<file path="src/rtl/cbt_pkg.sv">
package cbt_pkg;
  parameter int BRP_W = 6;
  parameter int TS1_W = 4;
  parameter int TS2_W = 3;
  parameter int SJW_W = 2;
  // segment counters must hold the longest stretched first segment
  localparam int CNT_W = TS1_W + 2;

  typedef enum logic [1:0] {
    SEG_SYNC = 2'd0,
    SEG_ONE  = 2'd1,
    SEG_TWO  = 2'd2
  } seg_e;

  typedef struct packed {
    logic [BRP_W-1:0] brp;
    logic [TS1_W-1:0] ts1;
    logic [TS2_W-1:0] ts2;
    logic [SJW_W-1:0] sjw;
  } cbt_cfg_t;
endpackage

</file>
<file path="src/rtl/cbt_quantum_div.sv">
module cbt_quantum_div #(
  parameter int W = 6
) (
  input  logic         clk,
  input  logic         rst_n,
  input  logic         hold_i,
  input  logic         restart_i,
  input  logic [W-1:0] div_i,
  output logic         tick_o
);
  logic [W-1:0] cnt_q;

  assign tick_o = ~hold_i & ~restart_i & (cnt_q == div_i);

  always_ff @(posedge clk or negedge rst_n) begin
    if (!rst_n)                  cnt_q <= '0;
    else if (hold_i | restart_i) cnt_q <= '0;
    else if (cnt_q == div_i)     cnt_q <= '0;
    else                         cnt_q <= cnt_q + 1'b1;
  end
endmodule

</file>
<file path="src/rtl/cbt_segment_fsm.sv">
module cbt_segment_fsm
  import cbt_pkg::*;
(
  input  logic             clk,
  input  logic             rst_n,
  input  logic             hold_i,
  input  logic             tick_i,
  input  logic [TS1_W-1:0] ts1_i,
  input  logic [TS2_W-1:0] ts2_i,
  input  logic [SJW_W-1:0] sjw_i,
  input  logic             valid_i,
  input  logic             hard_i,
  output logic             sample_now_o,
  output logic             tx_now_o,
  output logic             start_now_o,
  output logic             sync_now_o
);
  seg_e             seg_q;
  logic [CNT_W-1:0] pc_q, lim_q;
  logic [CNT_W-1:0] jw, err1, adj1, rem2, lim_eff, len1, len2;
  logic             early, done;

  assign jw   = CNT_W'(sjw_i) + 1'b1;
  assign len1 = CNT_W'(ts1_i) + 1'b1;
  assign len2 = CNT_W'(ts2_i) + 1'b1;
  assign err1 = pc_q + 1'b1;
  assign adj1 = (err1 < jw) ? err1 : jw;
  assign rem2 = lim_q - pc_q;

  assign early = valid_i && (seg_q == SEG_TWO) && (rem2 <= jw);

  always_comb begin
    lim_eff = lim_q;
    if (valid_i && seg_q == SEG_ONE)             lim_eff = lim_q + adj1;
    else if (valid_i && seg_q == SEG_TWO && !early) lim_eff = lim_q - jw;
  end

  assign done         = tick_i && (pc_q == lim_eff - 1'b1);
  assign sync_now_o   = ~hold_i & (hard_i | early);
  assign sample_now_o = ~hold_i & ~sync_now_o & done & (seg_q == SEG_ONE);
  assign tx_now_o     = ~hold_i & (early | (~hard_i & done & (seg_q == SEG_TWO)));
  assign start_now_o  = ~hold_i & (sync_now_o | (done & (seg_q == SEG_TWO)));

  always_ff @(posedge clk or negedge rst_n) begin
    if (!rst_n) begin
      seg_q <= SEG_SYNC;
      pc_q  <= '0;
      lim_q <= CNT_W'(1);
    end else if (hold_i || sync_now_o) begin
      seg_q <= SEG_SYNC;
      pc_q  <= '0;
      lim_q <= CNT_W'(1);
    end else if (done) begin
      pc_q <= '0;
      unique case (seg_q)
        SEG_SYNC: begin seg_q <= SEG_ONE;  lim_q <= len1;      end
        SEG_ONE:  begin seg_q <= SEG_TWO;  lim_q <= len2;      end
        default:  begin seg_q <= SEG_SYNC; lim_q <= CNT_W'(1); end
      endcase
    end else begin
      lim_q <= lim_eff;
      if (tick_i) pc_q <= pc_q + 1'b1;
    end
  end
endmodule

</file>
<file path="src/rtl/cbt_idle_track.sv">
module cbt_idle_track #(
  parameter int IDLE_BITS = 11
) (
  input  logic clk,
  input  logic rst_n,
  input  logic hold_i,
  input  logic hard_i,
  input  logic sample_i,
  input  logic rx_i,
  output logic idle_o
);
  localparam int CW = $clog2(IDLE_BITS + 1);
  logic [CW-1:0] run_q;

  always_ff @(posedge clk or negedge rst_n) begin
    if (!rst_n) begin
      idle_o <= 1'b1;
      run_q  <= '0;
    end else if (hold_i) begin
      idle_o <= 1'b1;
      run_q  <= '0;
    end else if (hard_i) begin
      idle_o <= 1'b0;
      run_q  <= '0;
    end else if (sample_i) begin
      if (!rx_i) begin
        idle_o <= 1'b0;
        run_q  <= '0;
      end else if (run_q == CW'(IDLE_BITS - 1)) begin
        idle_o <= 1'b1;
      end else begin
        run_q <= run_q + 1'b1;
      end
    end
  end
endmodule

</file>
<file path="src/rtl/can_bit_timer.sv">
module can_bit_timer
  import cbt_pkg::*;
#(
  parameter int IDLE_BITS = 11
) (
  input  logic             clk,
  input  logic             rst_n,
  input  logic             standby_i,
  input  logic             cfg_we_i,
  input  logic [BRP_W-1:0] cfg_brp_i,
  input  logic [TS1_W-1:0] cfg_ts1_i,
  input  logic [TS2_W-1:0] cfg_ts2_i,
  input  logic [SJW_W-1:0] cfg_sjw_i,
  input  logic             rx_i,
  input  logic             tx_i,
  output logic             sample_o,
  output logic             rx_bit_o,
  output logic             tx_point_o,
  output logic             bit_start_o
);
  cbt_cfg_t cfg_q;
  logic     rx_q, fall, any_edge, idle, seen_q, hard, valid;
  logic     tq_tick, sample_now, tx_now, start_now, sync_now;

  // configuration only loads in standby
  always_ff @(posedge clk or negedge rst_n) begin
    if (!rst_n)                     cfg_q <= '0;
    else if (standby_i && cfg_we_i) cfg_q <= '{brp: cfg_brp_i, ts1: cfg_ts1_i,
                                               ts2: cfg_ts2_i, sjw: cfg_sjw_i};
  end

  always_ff @(posedge clk or negedge rst_n) begin
    if (!rst_n) rx_q <= 1'b1;
    else        rx_q <= rx_i;
  end

  assign fall     = rx_q & ~rx_i;
  assign any_edge = rx_q ^ rx_i;
  assign hard     = fall & idle & ~standby_i;
  assign valid    = fall & ~seen_q & ~tx_i & ~idle & ~standby_i;

  // one edge per bit may adjust timing
  always_ff @(posedge clk or negedge rst_n) begin
    if (!rst_n)         seen_q <= 1'b0;
    else if (standby_i) seen_q <= 1'b0;
    else if (sync_now)  seen_q <= 1'b1;
    else if (start_now) seen_q <= 1'b0;
    else if (any_edge)  seen_q <= 1'b1;
  end

  cbt_quantum_div #(.W(BRP_W)) u_tq (
    .clk       (clk),
    .rst_n     (rst_n),
    .hold_i    (standby_i),
    .restart_i (sync_now),
    .div_i     (cfg_q.brp),
    .tick_o    (tq_tick)
  );

  cbt_segment_fsm u_seg (
    .clk          (clk),
    .rst_n        (rst_n),
    .hold_i       (standby_i),
    .tick_i       (tq_tick),
    .ts1_i        (cfg_q.ts1),
    .ts2_i        (cfg_q.ts2),
    .sjw_i        (cfg_q.sjw),
    .valid_i      (valid),
    .hard_i       (hard),
    .sample_now_o (sample_now),
    .tx_now_o     (tx_now),
    .start_now_o  (start_now),
    .sync_now_o   (sync_now)
  );

  cbt_idle_track #(.IDLE_BITS(IDLE_BITS)) u_idle (
    .clk      (clk),
    .rst_n    (rst_n),
    .hold_i   (standby_i),
    .hard_i   (hard),
    .sample_i (sample_now),
    .rx_i     (rx_i),
    .idle_o   (idle)
  );

  always_ff @(posedge clk or negedge rst_n) begin
    if (!rst_n) begin
      sample_o    <= 1'b0;
      tx_point_o  <= 1'b0;
      bit_start_o <= 1'b0;
      rx_bit_o    <= 1'b1;
    end else begin
      sample_o    <= sample_now;
      tx_point_o  <= tx_now;
      bit_start_o <= start_now;
      if (sample_now) rx_bit_o <= rx_i;
    end
  end
endmodule

</file>
<file path="config.mk">
export PLATFORM = sky130hd
export DESIGN_NAME = can_bit_timer
export DESIGN_NICKNAME = d
export VERILOG_FILES = /design/src/rtl/cbt_pkg.sv /design/src/rtl/cbt_quantum_div.sv /design/src/rtl/cbt_segment_fsm.sv /design/src/rtl/cbt_idle_track.sv /design/src/rtl/can_bit_timer.sv
export SDC_FILE = /design/constraint.sdc
export NUM_CORES = 1
export LEC_CHECK = 0
export BUFFER_PORTS_ARGS = -buffer_cell sky130_fd_sc_hd__buf_2
export CAP_MARGIN = 10
export CORE_MARGIN = 1
export CORE_UTILIZATION = 50
export DETAILED_ROUTE_END_ITERATION = 12
export PLACE_DENSITY = 0.79
export SYNTH_ARGS = -nofsm -noshare
export SYNTH_HDL_FRONTEND = slang
export SYNTH_SLANG_ARGS = --single-unit
</file>
<file path="constraint.sdc">
create_clock -name clk -period 9.1 [get_ports clk]
set_input_delay 0 -clock clk [delete_from_list [all_inputs] [get_ports clk]]
set_output_delay 0 -clock clk [all_outputs]
set_load 0.02 [all_outputs]
</file>
# [Word-level counts from Yosys, hierarchy flattened]
# Index checks and enable logic that the tools add are counted.
[classes] add_sub_neg=10 magnitude_cmp=2 n_eq_ne=7 mux=28 n_bitwise=29 reduce_logical=15
[op_table] op="$mux 6" n=10
[op_table] op="$mux 4" n=5
[op_table] op="$and 1x1->1" n=17
[op_table] op="$add 6x1->6 const B" n=2
[op_table] op="$eq 6x6->1" n=2
[op_table] op="$pmux 6 s2" n=1
[op_table] op="$sub 6x6->6" n=2
[op_table] op="$mux 1" n=9
[op_table] op="$not 1->1" n=7
[op_table] op="$add 6x6->6" n=1
[op_table] op="$le 6x6->1" n=1
[op_table] op="$logic_and 1x1->1" n=6
[op_table] op="$lt 6x6->1" n=1
[op_table] op="$reduce_bool 3->1" n=2
[op_table] op="$sub 6x1->6 const B" n=1
[op_table] op="$add 4x1->5 const B" n=1
[op_table] op="$add 3x1->4 const B" n=1
[op_table] op="$add 4x1->4 const B" n=1
[op_table] op="$eq 4x4->1 const B" n=1
[op_table] op="$mux 2" n=2
[op_table] op="$ne 4x2->1 const B" n=1
[op_table] op="$ne 4x4->1 const B" n=1
[op_table] op="$or 1x1->1" n=4
[op_table] op="$pmux 2 s2" n=1
[op_table] op="other kinds (10)" n=11
[totals] reg_bits=46 inputBits=21 output_inout_bits=4 word_cells=107

# [Logic depth before layout (Yosys ltp)]
# Gate-level depths: netlist of the first run.
[depth] depth_word=21 depth_mapped=21 depth_no_buf=20

# [By module]
# A second synthesis of the first run with hierarchy kept.
[hier_totals] cells_unflattened=345 area_unflattened_um2=3467.1
[modules_own_cells] mod="cbt_segment_fsm" n_inst=1 cells_per_inst=230 area_each_um2=1946.9 seq_area_each_um2=351.6
[modules_own_cells] mod="can_bit_timer" n_inst=1 cells_per_inst=48 area_each_um2=832.0 seq_area_each_um2=528.0
[modules_own_cells] mod="cbt_quantum_div" n_inst=1 cells_per_inst=34 area_each_um2=382.9 seq_area_each_um2=150.1
[modules_own_cells] mod="cbt_idle_track" n_inst=1 cells_per_inst=33 area_each_um2=305.3 seq_area_each_um2=126.4

# [Worst setup path after synthesis of the first run]
# No wires, ideal clock.
[synth_timing] path_type="register -> register" start="register cfg_q[0] (netlist name)" end="register u_seg.lim_q[1]" setup_time_ns=0.096 arrival_ns=4.951 required_time_ns=9.004 setup_slack_ns=4.053 stages_incl_launch_ff=20 n_path_buf=1 synth_period_minus_slack_ns=5.047 path_cell_list="dfrtp_1 ha_1 inv_1 ha_1 a21o_1 a221oi_1 mux2i_1 ha_1 fa_1 nor4_1 a221oi_1 a21oi_1 a21oi_1 a211o_1 or3_1 o211a_1 o31a_1 buf_6 or4_1 o31ai_1"
[synth_between] elab_chain_len=12 elab_cells_between_ends=22 cone_classes="add/sub: 4; order compare: 2; eq/ne: 1; mux: 5; bitwise: 5; reduce/logical: 5"
[synth_rtl] item="start: declaration" line="can_bit_timer.sv:21" source="cbt_cfg_t cfg_q;"
[synth_rtl] item="start signal: assignment" line="can_bit_timer.sv:28" source="else if (standby_i && cfg_we_i) cfg_q <= '{brp: cfg_brp_i, ts1: cfg_ts1_i,"
[synth_rtl] item="$add 2x1->3 (*)" line="cbt_segment_fsm.sv:23" source="assign jw = CNT_W'(sjw_i) + 1'b1;"
[synth_rtl] item="branches (longest 10 deep; another with $lt 6x6->1)"
[synth_rtl] item="$mux 6 (*)" line="cbt_segment_fsm.sv:49" source="end else if (hold_i || sync_now_o) begin"
[synth_rtl] item="end signal: assignment" line="cbt_segment_fsm.sv:61" source="lim_q <= lim_eff;"
[synth_rtl] item="end: declaration" line="cbt_segment_fsm.sv:19" source="logic [CNT_W-1:0] pc_q, lim_q;"
# Mark *: on every way between the ends.
# A chain may end at the register's enable or synchronous reset.

# [Final worst setup path of the first run]
[layout_timing] start="register u_seg.pc_q[0]" end="register seen_q"
[layout_between] elab_chain_len=16 elab_cells_between_ends=26 cone_classes="add/sub: 4; order compare: 2; eq/ne: 1; mux: 6; bitwise: 8; reduce/logical: 5"
[layout_rtl] item="start: declaration" line="cbt_segment_fsm.sv:19"
[layout_rtl] item="start signal: assignment" line="cbt_segment_fsm.sv:62" source="if (tick_i) pc_q <= pc_q + 1'b1;"
[layout_rtl] item="branches (longest 16 deep; another with $add 6x1->6)"
[layout_rtl] item="end signal: assignment" line="can_bit_timer.sv:45" source="else if (standby_i) seen_q <= 1'b0;"
[layout_rtl] item="end signal: assignment" line="can_bit_timer.sv:46" source="else if (sync_now) seen_q <= 1'b1;"
[layout_rtl] item="end signal: assignment" line="can_bit_timer.sv:47" source="else if (start_now) seen_q <= 1'b0;"
[layout_rtl] item="end: declaration" line="can_bit_timer.sv:22" source="logic rx_q, fall, any_edge, idle, seen_q, hard, valid;"
# Several ways; the timed one is not identified.

==> Flow_metrics.wiki, run 1 <==
{| class="wikitable"
! Metric !! Value
|-
| CTS buffer count || 5
|-
| Number of standard cells in the final layout excluding fillers || 498
|-
| Classification of the worst-slack hold path || input port to flop
|-
| Delay contributed by the slowest stage of the critical path || 0.70 ns
|-
| Resized Gates After CTS || 0
|-
| Clock tree from TritonCTS || done
|-
| Slew Limit Headroom || 34.2%
|-
| Final design area excluding fillers || 3930 um2
|-
| Period minus WS final || 6.08 ns
|-
| Total die area || 7310 um2
|-
| Status || finished clean
|-
| Final setup fails || 0
|-
| Most used flip-flop cell after synthesis || sky130_fd_sc_hd__dfrtp_1
|-
| Syn Inst Count || 380
|-
| Highest Signal Layer || met4
|-
| Boundary pin count || 25
|-
| Stages on the worst setup path || 17
|-
| Met3 Wirelength || 472 um
|-
| Instance count along the most critical hold path || 5
|-
| Pin count of the biggest net entering global routing || 47
|-
| Number of synthesized register bits || 46
|-
| Setup crit start kind || flop
|-
| Maximum fanout along the worst path || 12
|-
| Core Region || 6760 um2
|-
| Hold slack || 0.185 ns
|-
| Routed Antenna Nets || 0
|-
| RSZ-0062 raised after global routing || no
|-
| Total of hold buffers inserted after clock tree synthesis || 18
|-
| Total buffers and inverters traversed by the critical path || 0
|-
| CP arrival || 6.26 ns
|-
| Warnings from Yosys || 0
|-
| Wire length after detailed routing || 8.36 mm
|-
| Most repeated library cell on the critical path || sky130_fd_sc_hd__ha_1
|-
| Netlist area before placement || 3490 um2
|-
| Die width || 85.5 um
|-
| Launch point of the worst path || u_seg.pc_q[0]
|-
| Critical register-to-register path endpoint || seen_q
|-
| Critical Path RT || 9.27 ns
|-
| Type of the worst setup path || flop to flop
|-
| First-pass GRT wire length || 14.2 mm
|-
| Clock-pin slew on the worst setup and hold paths || 0.10 ns
|-
| Number of enable-type register cells in the synthesized netlist || 0
|-
| Weighted congestion reported at the end of routability-driven placement || 0.877
|-
| Sequential cell area fraction in the yosys report || 33.1%
|-
| H-Tree Depth || 2
|-
| CTS Root Buffer Type || sky130_fd_sc_hd__clkbuf_8
|-
| Via Count || 3080
|-
| Area of the multi-input gates || 2210 um2
|-
| Antenna diodes || 0
|-
| Critical Path Sink || seen_q
|-
| Setup slack after placement || 3.12 ns
|-
| Minimum setup slack in the final design || 3.02 ns
|-
| Kind of cell adding the most delay to the critical path || simple AND/OR/NAND/NOR gates
|-
| Worst vdd rail ir drop || 0.131 mV
|-
| Area growth from synthesis to layout || 12.5%
|-
| Max-capacitance violation count || 0
|-
| Final TNS setup || 0 ns
|-
| Timing-limited maximum frequency || 0.164 GHz
|-
| Die Span Y || 85.5 um
|-
| Share of synthesized flip-flops with an asynchronous set or reset || 100%
|-
| HPWL after detailed placement || 5.98 mm
|-
| Combined flip-flop and latch cell area || 1160 um2
|-
| Slowest stage cell, crit path || sky130_fd_sc_hd__nor2_1
|-
| Total of fill cells in the finished design || 580
|-
| Clock network latency to the later pin of the worst-skew pair || 0.32 ns
|-
| Detailed-routing iteration count for the pre-antenna-repair pass || 6
|-
| Util after Layout || 58.1%
|-
| Post-route fraction of the period consumed by the critical path || 66.9%
|-
| Via count of the first global-routing pass || 3023
|-
| Synthesized area divided by synthesized cell count || 9.18 um2
|-
| Leakage || 1.73 nW
|-
| Via density per instance || 6.18
|-
| Clock skew after layout || 0.0158 ns
|-
| CP endpoint kind || flop
|-
| Post-Route M1 WL || 3.61 mm
|-
| DP Area || 3650 um2
|-
| Port Buf Inserts || 24
|-
| Worst-path cell chain || ha_1 -> ha_1 -> a21o_1 -> a221oi_1 -> mux2i_1 -> ha_1 -> fa_1 -> nor4_1 -> a221oi_1 -> o21ai_0 -> ha_1 -> xor2_1 -> nand2_1 -> nor3_1 -> nand2_1 -> nor2_1 -> a221oi_1
|-
| Layout net count || 468
|-
| Worst reg2reg startpoint || u_seg.pc_q[0]
|-
| Minimum setup slack among reg-to-reg paths || 3.02 ns
|-
| Proportion of layout cells with a drive suffix above 1 || 13.9%
|-
| Areal power density over the cells || 177 nW/um2
|-
| Number of setup buffers added after CTS || 0
|-
| Final max-slew violation count || 0
|-
| Maximum clock insertion buffer count || 2
|-
| Overall overflow remaining after global route || 0
|-
| Placed cell count || 472
|-
| Worst slew pin tran || 0.987 ns
|-
| Count of distinct cell types in the synthesized netlist || 60
|-
| Starting density of the core || 51.6%
|-
| Met2 Routed Length || 4.11 mm
|-
| Endpoints failing hold || 0
|-
| Row count || 30
|-
| Number of antenna violations at the first check in global routing || 0
|-
| Wirelength per Cell || 16.8 um
|-
| DRC violations left || 0
|-
| GRT Overall Usage || 24.7%
|-
| Overall power after layout || 0.694 mW
|-
| Reg2Reg Depth || 17
|-
| Clock net sink count || 46
|-
| Initial drt markers || 251
|}
[cell families after synthesis]
family / synth area share [%]
multiplexers: 6.60
other: 0.108
adder cells (fa/ha/maj): 11.4
flip-flops: 33.1
AO/OA/AOI/OAI: 17.8
XOR/XNOR: 7.53
buffers and inverters: 3.73
AND/OR/NAND/NOR: 19.7
[report_power, final]
part / internal, mW / leakage, nW / total (mW) / switching [mW]
registers: 0.221 / 0.590 / 0.242 / 0.0212
logic: 0.134 / 1.09 / 0.318 / 0.184
clock network: 0.0611 / 0.0472 / 0.135 / 0.0735
total: 0.415 / 1.73 / 0.694 / 0.279
[tightest hold or removal path: stages]
cell and delay [ns]:
sky130_fd_sc_hd__buf_2 0.10, sky130_fd_sc_hd__or4b_4 0.15, sky130_fd_sc_hd__nor2_1 0.08, sky130_fd_sc_hd__nand2_1 0.06
sky130_fd_sc_hd__a21boi_0 0.08
[cells in the mapped netlist, types with 3 or more instances]
master                      n  area share [%]
sky130_fd_sc_hd__a21o_1     4            0.86
sky130_fd_sc_hd__a21oi_1   22             3.2
sky130_fd_sc_hd__a221oi_1   5             1.3
sky130_fd_sc_hd__and2_1     5            0.90
sky130_fd_sc_hd__and3_1     4            0.72
sky130_fd_sc_hd__clkbuf_1  10             1.1
sky130_fd_sc_hd__dfrtp_1   42              30
sky130_fd_sc_hd__dfstp_2    4             3.0
sky130_fd_sc_hd__fa_1       3             1.7
sky130_fd_sc_hd__ha_1      27             9.7
sky130_fd_sc_hd__inv_1     16             1.7
sky130_fd_sc_hd__mux2_2    16             5.2
sky130_fd_sc_hd__mux2i_1    5             1.4
sky130_fd_sc_hd__nand2_1   32             3.4
sky130_fd_sc_hd__nand2b_1   7             1.3
sky130_fd_sc_hd__nand3_1   18             2.6
sky130_fd_sc_hd__nand4_1    4            0.72
sky130_fd_sc_hd__nor2_1    25             2.7
sky130_fd_sc_hd__nor2b_1    5            0.90
sky130_fd_sc_hd__nor3_1    17             2.4
sky130_fd_sc_hd__o21ai_0   13             1.9
sky130_fd_sc_hd__o31ai_1    7             1.5
sky130_fd_sc_hd__o41ai_1    3            0.75
sky130_fd_sc_hd__or3_1      4            0.72
sky130_fd_sc_hd__or4_1      4            0.86
sky130_fd_sc_hd__xnor2_1   14             3.5
sky130_fd_sc_hd__xor2_1    16             4.0
[final cells by class]
| type | instances | share of cell area, % |
|---|---|---|
| clock buffer | 6 | 2.10 |
| timing repair buffer | 43 | 7.84 |
| multi-input combinational | 305 | 56.2 |
| inverter | 16 | 1.53 |
| clock inverter | 2 | 0.319 |
| tap | 80 | 2.55 |
| sequential | 46 | 29.5 |
[how the worst min path moves through the flow]
stage               startpoint           to
detailed placement        rx_i         rx_q
CTS                       tx_i   tx_point_o
global placement          rx_i         rx_q
global route              tx_i   tx_point_o
finish                    tx_i   tx_point_o
floorplan                rst_n  bit_start_o
[layer usage]
metal / track usage [%] / vias up
met5: 0 / -
met4: 8.79 / 0
met3: 4.33 / 17
met2: 41.2 / 112
met1: 32.4 / 1480
li1: - / 1471
[registers in the layout, summed over array words and instances (netlist names)]
signal         flops
u_seg.lim_q        6
u_seg.seg_q        2
sample_o           1
u_idle.idle_o      1
rx_q               1
tx_point_o         1
u_seg.pc_q         6
u_idle.run_q       4
bit_start_o        1
u_tq.cnt_q         6
seen_q             1
cfg_q             15
rx_bit_o           1
[cell usage in the layout (no fill, tap or decap), types with 14 or more instances in the layout]
cell type	synthesis	routed
sky130_fd_sc_hd__dlygate4sd3_1	0	18
sky130_fd_sc_hd__nand3_1	18	18
sky130_fd_sc_hd__mux2_2	16	16
sky130_fd_sc_hd__nor3_1	17	17
sky130_fd_sc_hd__a21oi_1	22	22
sky130_fd_sc_hd__inv_1	16	16
sky130_fd_sc_hd__ha_1	27	27
sky130_fd_sc_hd__buf_2	2	24
sky130_fd_sc_hd__nand2_1	32	32
sky130_fd_sc_hd__xor2_1	16	16
sky130_fd_sc_hd__dfrtp_1	42	42
sky130_fd_sc_hd__xnor2_1	14	14
sky130_fd_sc_hd__nor2_1	25	25
Note: power is estimated with default switching activity, not from simulation.
==> run 2: changes to the inputs <==
- PLACE_DENSITY: 0.79 -> 0.82
- clock period: 9.1 -> 4.9 ns (I/O delays scaled with it)
==> Flow_metrics.wiki, run 2 (synthesized netlist as in run 1, its figures left out) <==
{| class="wikitable"
! Metric !! Value
|-
| Wire length after detailed routing || 9.87 mm (+18%)
|-
| Die width || 85.5 um (unchanged)
|-
| Boundary pin count || 25 (unchanged)
|-
| Worst reg2reg startpoint || cfg_q[1]
|-
| Launch point of the worst path || cfg_q[1]
|-
| Total die area || 7310 um2 (unchanged)
|-
| Layout net count || 494 (+5.6%)
|-
| Weighted congestion reported at the end of routability-driven placement || 0.932 (+6.4%)
|-
| Endpoints failing hold || 0 (unchanged)
|-
| Proportion of layout cells with a drive suffix above 1 || 25.0% (+11 points)
|-
| CTS buffer count || 5 (unchanged)
|-
| Hold slack || 0.208 ns (+0.0222 ns)
|-
| Overall power after layout || 1.47 mW (+110%)
|-
| Max-capacitance violation count || 0 (unchanged)
|-
| Starting density of the core || 51.6% (unchanged)
|-
| Setup crit start kind || flop
|-
| Worst slew pin tran || 1.02 ns (+0.0356 ns)
|-
| First-pass GRT wire length || 15.2 mm (+7.4%)
|-
| Max FFs per register || 15 (unchanged)
|-
| Wirelength per Cell || 18.8 um (+12%)
|-
| Register name with the most flops || cfg_q
|-
| Number of standard cells in the final layout excluding fillers || 524 (+5.2%)
|-
| Maximum clock insertion buffer count || 2 (unchanged)
|-
| Commonest non-fill, non-tap cell in the layout || sky130_fd_sc_hd__dfrtp_1
|-
| Core Region || 6760 um2 (unchanged)
|-
| Area growth from synthesis to layout || 24.4%
|-
| Period minus WS final || 4.92 ns (-1.16 ns)
|-
| Detailed-routing iteration count for the pre-antenna-repair pass || 5 (-1)
|-
| Most frequent cells in the layout || sky130_fd_sc_hd__dfrtp_1, sky130_fd_sc_hd__nand2_1, sky130_fd_sc_hd__nor2_1
|-
| Classification of the worst-slack hold path || input port to flop
|-
| Routed Antenna Nets || 0 (unchanged)
|-
| Placed cell count || 495 (+4.9%)
|-
| Post-route fraction of the period consumed by the critical path || 100% (+34 points)
|-
| RSZ-0062 raised after global routing || yes
|-
| CP arrival || 5.16 ns (-1.10 ns)
|-
| CP endpoint kind || flop
|-
| Initial drt markers || 317 (+26%)
|-
| Clock-pin slew on the worst setup and hold paths || 0.09 ns (about the same)
|-
| Timing-limited maximum frequency || 0.203 GHz (+24%)
|-
| Type of the worst setup path || flop to flop
|-
| Row count || 30 (unchanged)
|-
| Leakage || 1.90 nW (+9.7%)
|-
| Pin count of the biggest net entering global routing || 47 (unchanged)
|-
| Maximum fanout along the worst path || 7 (-5)
|-
| HPWL after detailed placement || 6.22 mm (+4.1%)
|-
| Worst vdd rail ir drop || 0.224 mV (+71%)
|-
| Final max-slew violation count || 0 (unchanged)
|-
| Overall overflow remaining after global route || 0 (unchanged)
|-
| Clock net sink count || 46 (unchanged)
|-
| Clock tree from TritonCTS || done
|-
| Status || finished with violations
|-
| Via count of the first global-routing pass || 3268 (+8.1%)
|-
| Number of antenna violations at the first check in global routing || 0 (unchanged)
|-
| Via density per instance || 6.41 (+3.6%)
|-
| Final setup fails || 2 (+2)
|-
| Failing checks || negative setup slack
|-
| Clock skew after layout || 0.00823 ns (-0.00752 ns)
|-
| Clock network latency to the later pin of the worst-skew pair || 0.31 ns (about the same)
|-
| CTS Root Buffer Type || sky130_fd_sc_hd__clkbuf_8
|-
| Slew Limit Headroom || 31.8% (-2.4 points)
|-
| Via Count || 3358 (+9.0%)
|-
| Minimum setup slack in the final design || -0.0237 ns (-3.04 ns)
|-
| Areal power density over the cells || 339 nW/um2 (+92%)
|-
| Hold path startpoint || tx_i
|-
| Antenna diodes || 0 (unchanged)
|-
| DRC violations left || 0 (unchanged)
|-
| Critical Path RT || 5.14 ns (-4.13 ns)
|-
| GRT Overall Usage || 26.4% (+1.8 points)
|-
| Die Span Y || 85.5 um (unchanged)
|-
| H-Tree Depth || 2 (unchanged)
|-
| Port Buf Inserts || 24 (unchanged)
|}
-- run 2: cell types whose count changed in the layout (fill, tap and decap cells not counted), moves of 2 or more --
cell / change
sky130_fd_sc_hd__a221oi_1: -2
sky130_fd_sc_hd__buf_4: +23
sky130_fd_sc_hd__buf_6: +3
sky130_fd_sc_hd__ha_1: -3
sky130_fd_sc_hd__ha_4: +2
sky130_fd_sc_hd__nor3_1: -2
sky130_fd_sc_hd__nor3_2: +2
sky130_fd_sc_hd__o21ai_0: -5
sky130_fd_sc_hd__o21ai_1: +3
sky130_fd_sc_hd__o31ai_1: -3
sky130_fd_sc_hd__o31ai_2: +3
sky130_fd_sc_hd__or4_1: -2
sky130_fd_sc_hd__or4_4: +2
-- run 2: timing repair --
item | 4_1_cts | 5_1_grt
endpoints found under the setup margin | 10 | 23
hold buffers | 18 | 0
setup buffers | 0 | 3
pin swaps | 3 | 21
gates resized for setup | 4 | 38
gates cloned | 0 | 0
hold endpoints to repair | 60 | 0
-- run 2: power breakdown --
group | total, mW | internal, mW | leakage, nW | switching [mW]
clock network | 0.287 | 0.152 | 0.0504 | 0.135
registers | 0.446 | 0.410 | 0.590 | 0.0363
logic | 0.740 | 0.336 | 1.26 | 0.404
total | 1.47 | 0.897 | 1.90 | 0.575
-- run 2: per-layer routing --
metal  track usage [%]  wire length, um  vias to the layer above
met5                 0                0                        -
met4              11.5              350                        0
met3              4.81              675                       41
met2              46.8             4950                      189
met1              31.5             3890                     1602
li1                  -                -                     1526
-- run 2: worst paths after layout --
check	endpoint	slack (ns)	cells past startpoint
setup / recovery	u_idle.idle_o	-0.02	19
hold / removal	tx_point_o	0.21	5
setup reg to reg	u_idle.idle_o	-0.02	19
hold reg to reg	u_tq.cnt_q[0]	0.51	1
max in group asynchronous	u_seg.pc_q[0]	3.85	2
min in group asynchronous	u_idle.run_q[3]	0.42	2
-- run 2: layout make-up --
type | count | area, um2
Clock buffer | 5 | 68.8
Clock inverter | 3 | 45.0
Fill cell | 503 | 2420
Inverter | 16 | 60.1
Multi-Input combinational cell | 305 | 2390
Sequential cell | 46 | 1160
Tap cell | 80 | 100
Timing Repair Buffer | 69 | 514
-- run 2: metrics by stage --
step                      TNS, ns  setup slack, ns  area (um2)  util [%]
after detailed placement   -0.479           -0.123        3840      56.8
after floorplan                 0           0.0269        3510         -
after CTS                       0           0.0276        4150      61.4
after global placement          0           0.0500        3840      56.8
final                     -0.0239          -0.0237        4340      64.2
after global routing        -3.92           -0.248        4340      64.2
-- run 2: critical path: stages, from the launching register on --
cell,delay [ns]
sky130_fd_sc_hd__dfrtp_1,0.39
sky130_fd_sc_hd__ha_1,0.30
sky130_fd_sc_hd__inv_2,0.08
sky130_fd_sc_hd__ha_4,0.19
sky130_fd_sc_hd__a21o_1,0.21
sky130_fd_sc_hd__a221oi_4,0.30
sky130_fd_sc_hd__mux2i_1,0.12
sky130_fd_sc_hd__ha_2,0.21
sky130_fd_sc_hd__fa_2,0.36
sky130_fd_sc_hd__a21o_1,0.19
sky130_fd_sc_hd__a21oi_1,0.16
sky130_fd_sc_hd__xor2_1,0.16
sky130_fd_sc_hd__a21oi_1,0.08
sky130_fd_sc_hd__a41o_1,0.27
sky130_fd_sc_hd__or3_1,0.33
sky130_fd_sc_hd__and2_1,0.19
sky130_fd_sc_hd__o31ai_2,0.34
sky130_fd_sc_hd__nand2_1,0.26
sky130_fd_sc_hd__o41a_1,0.43
sky130_fd_sc_hd__a311o_1,0.27
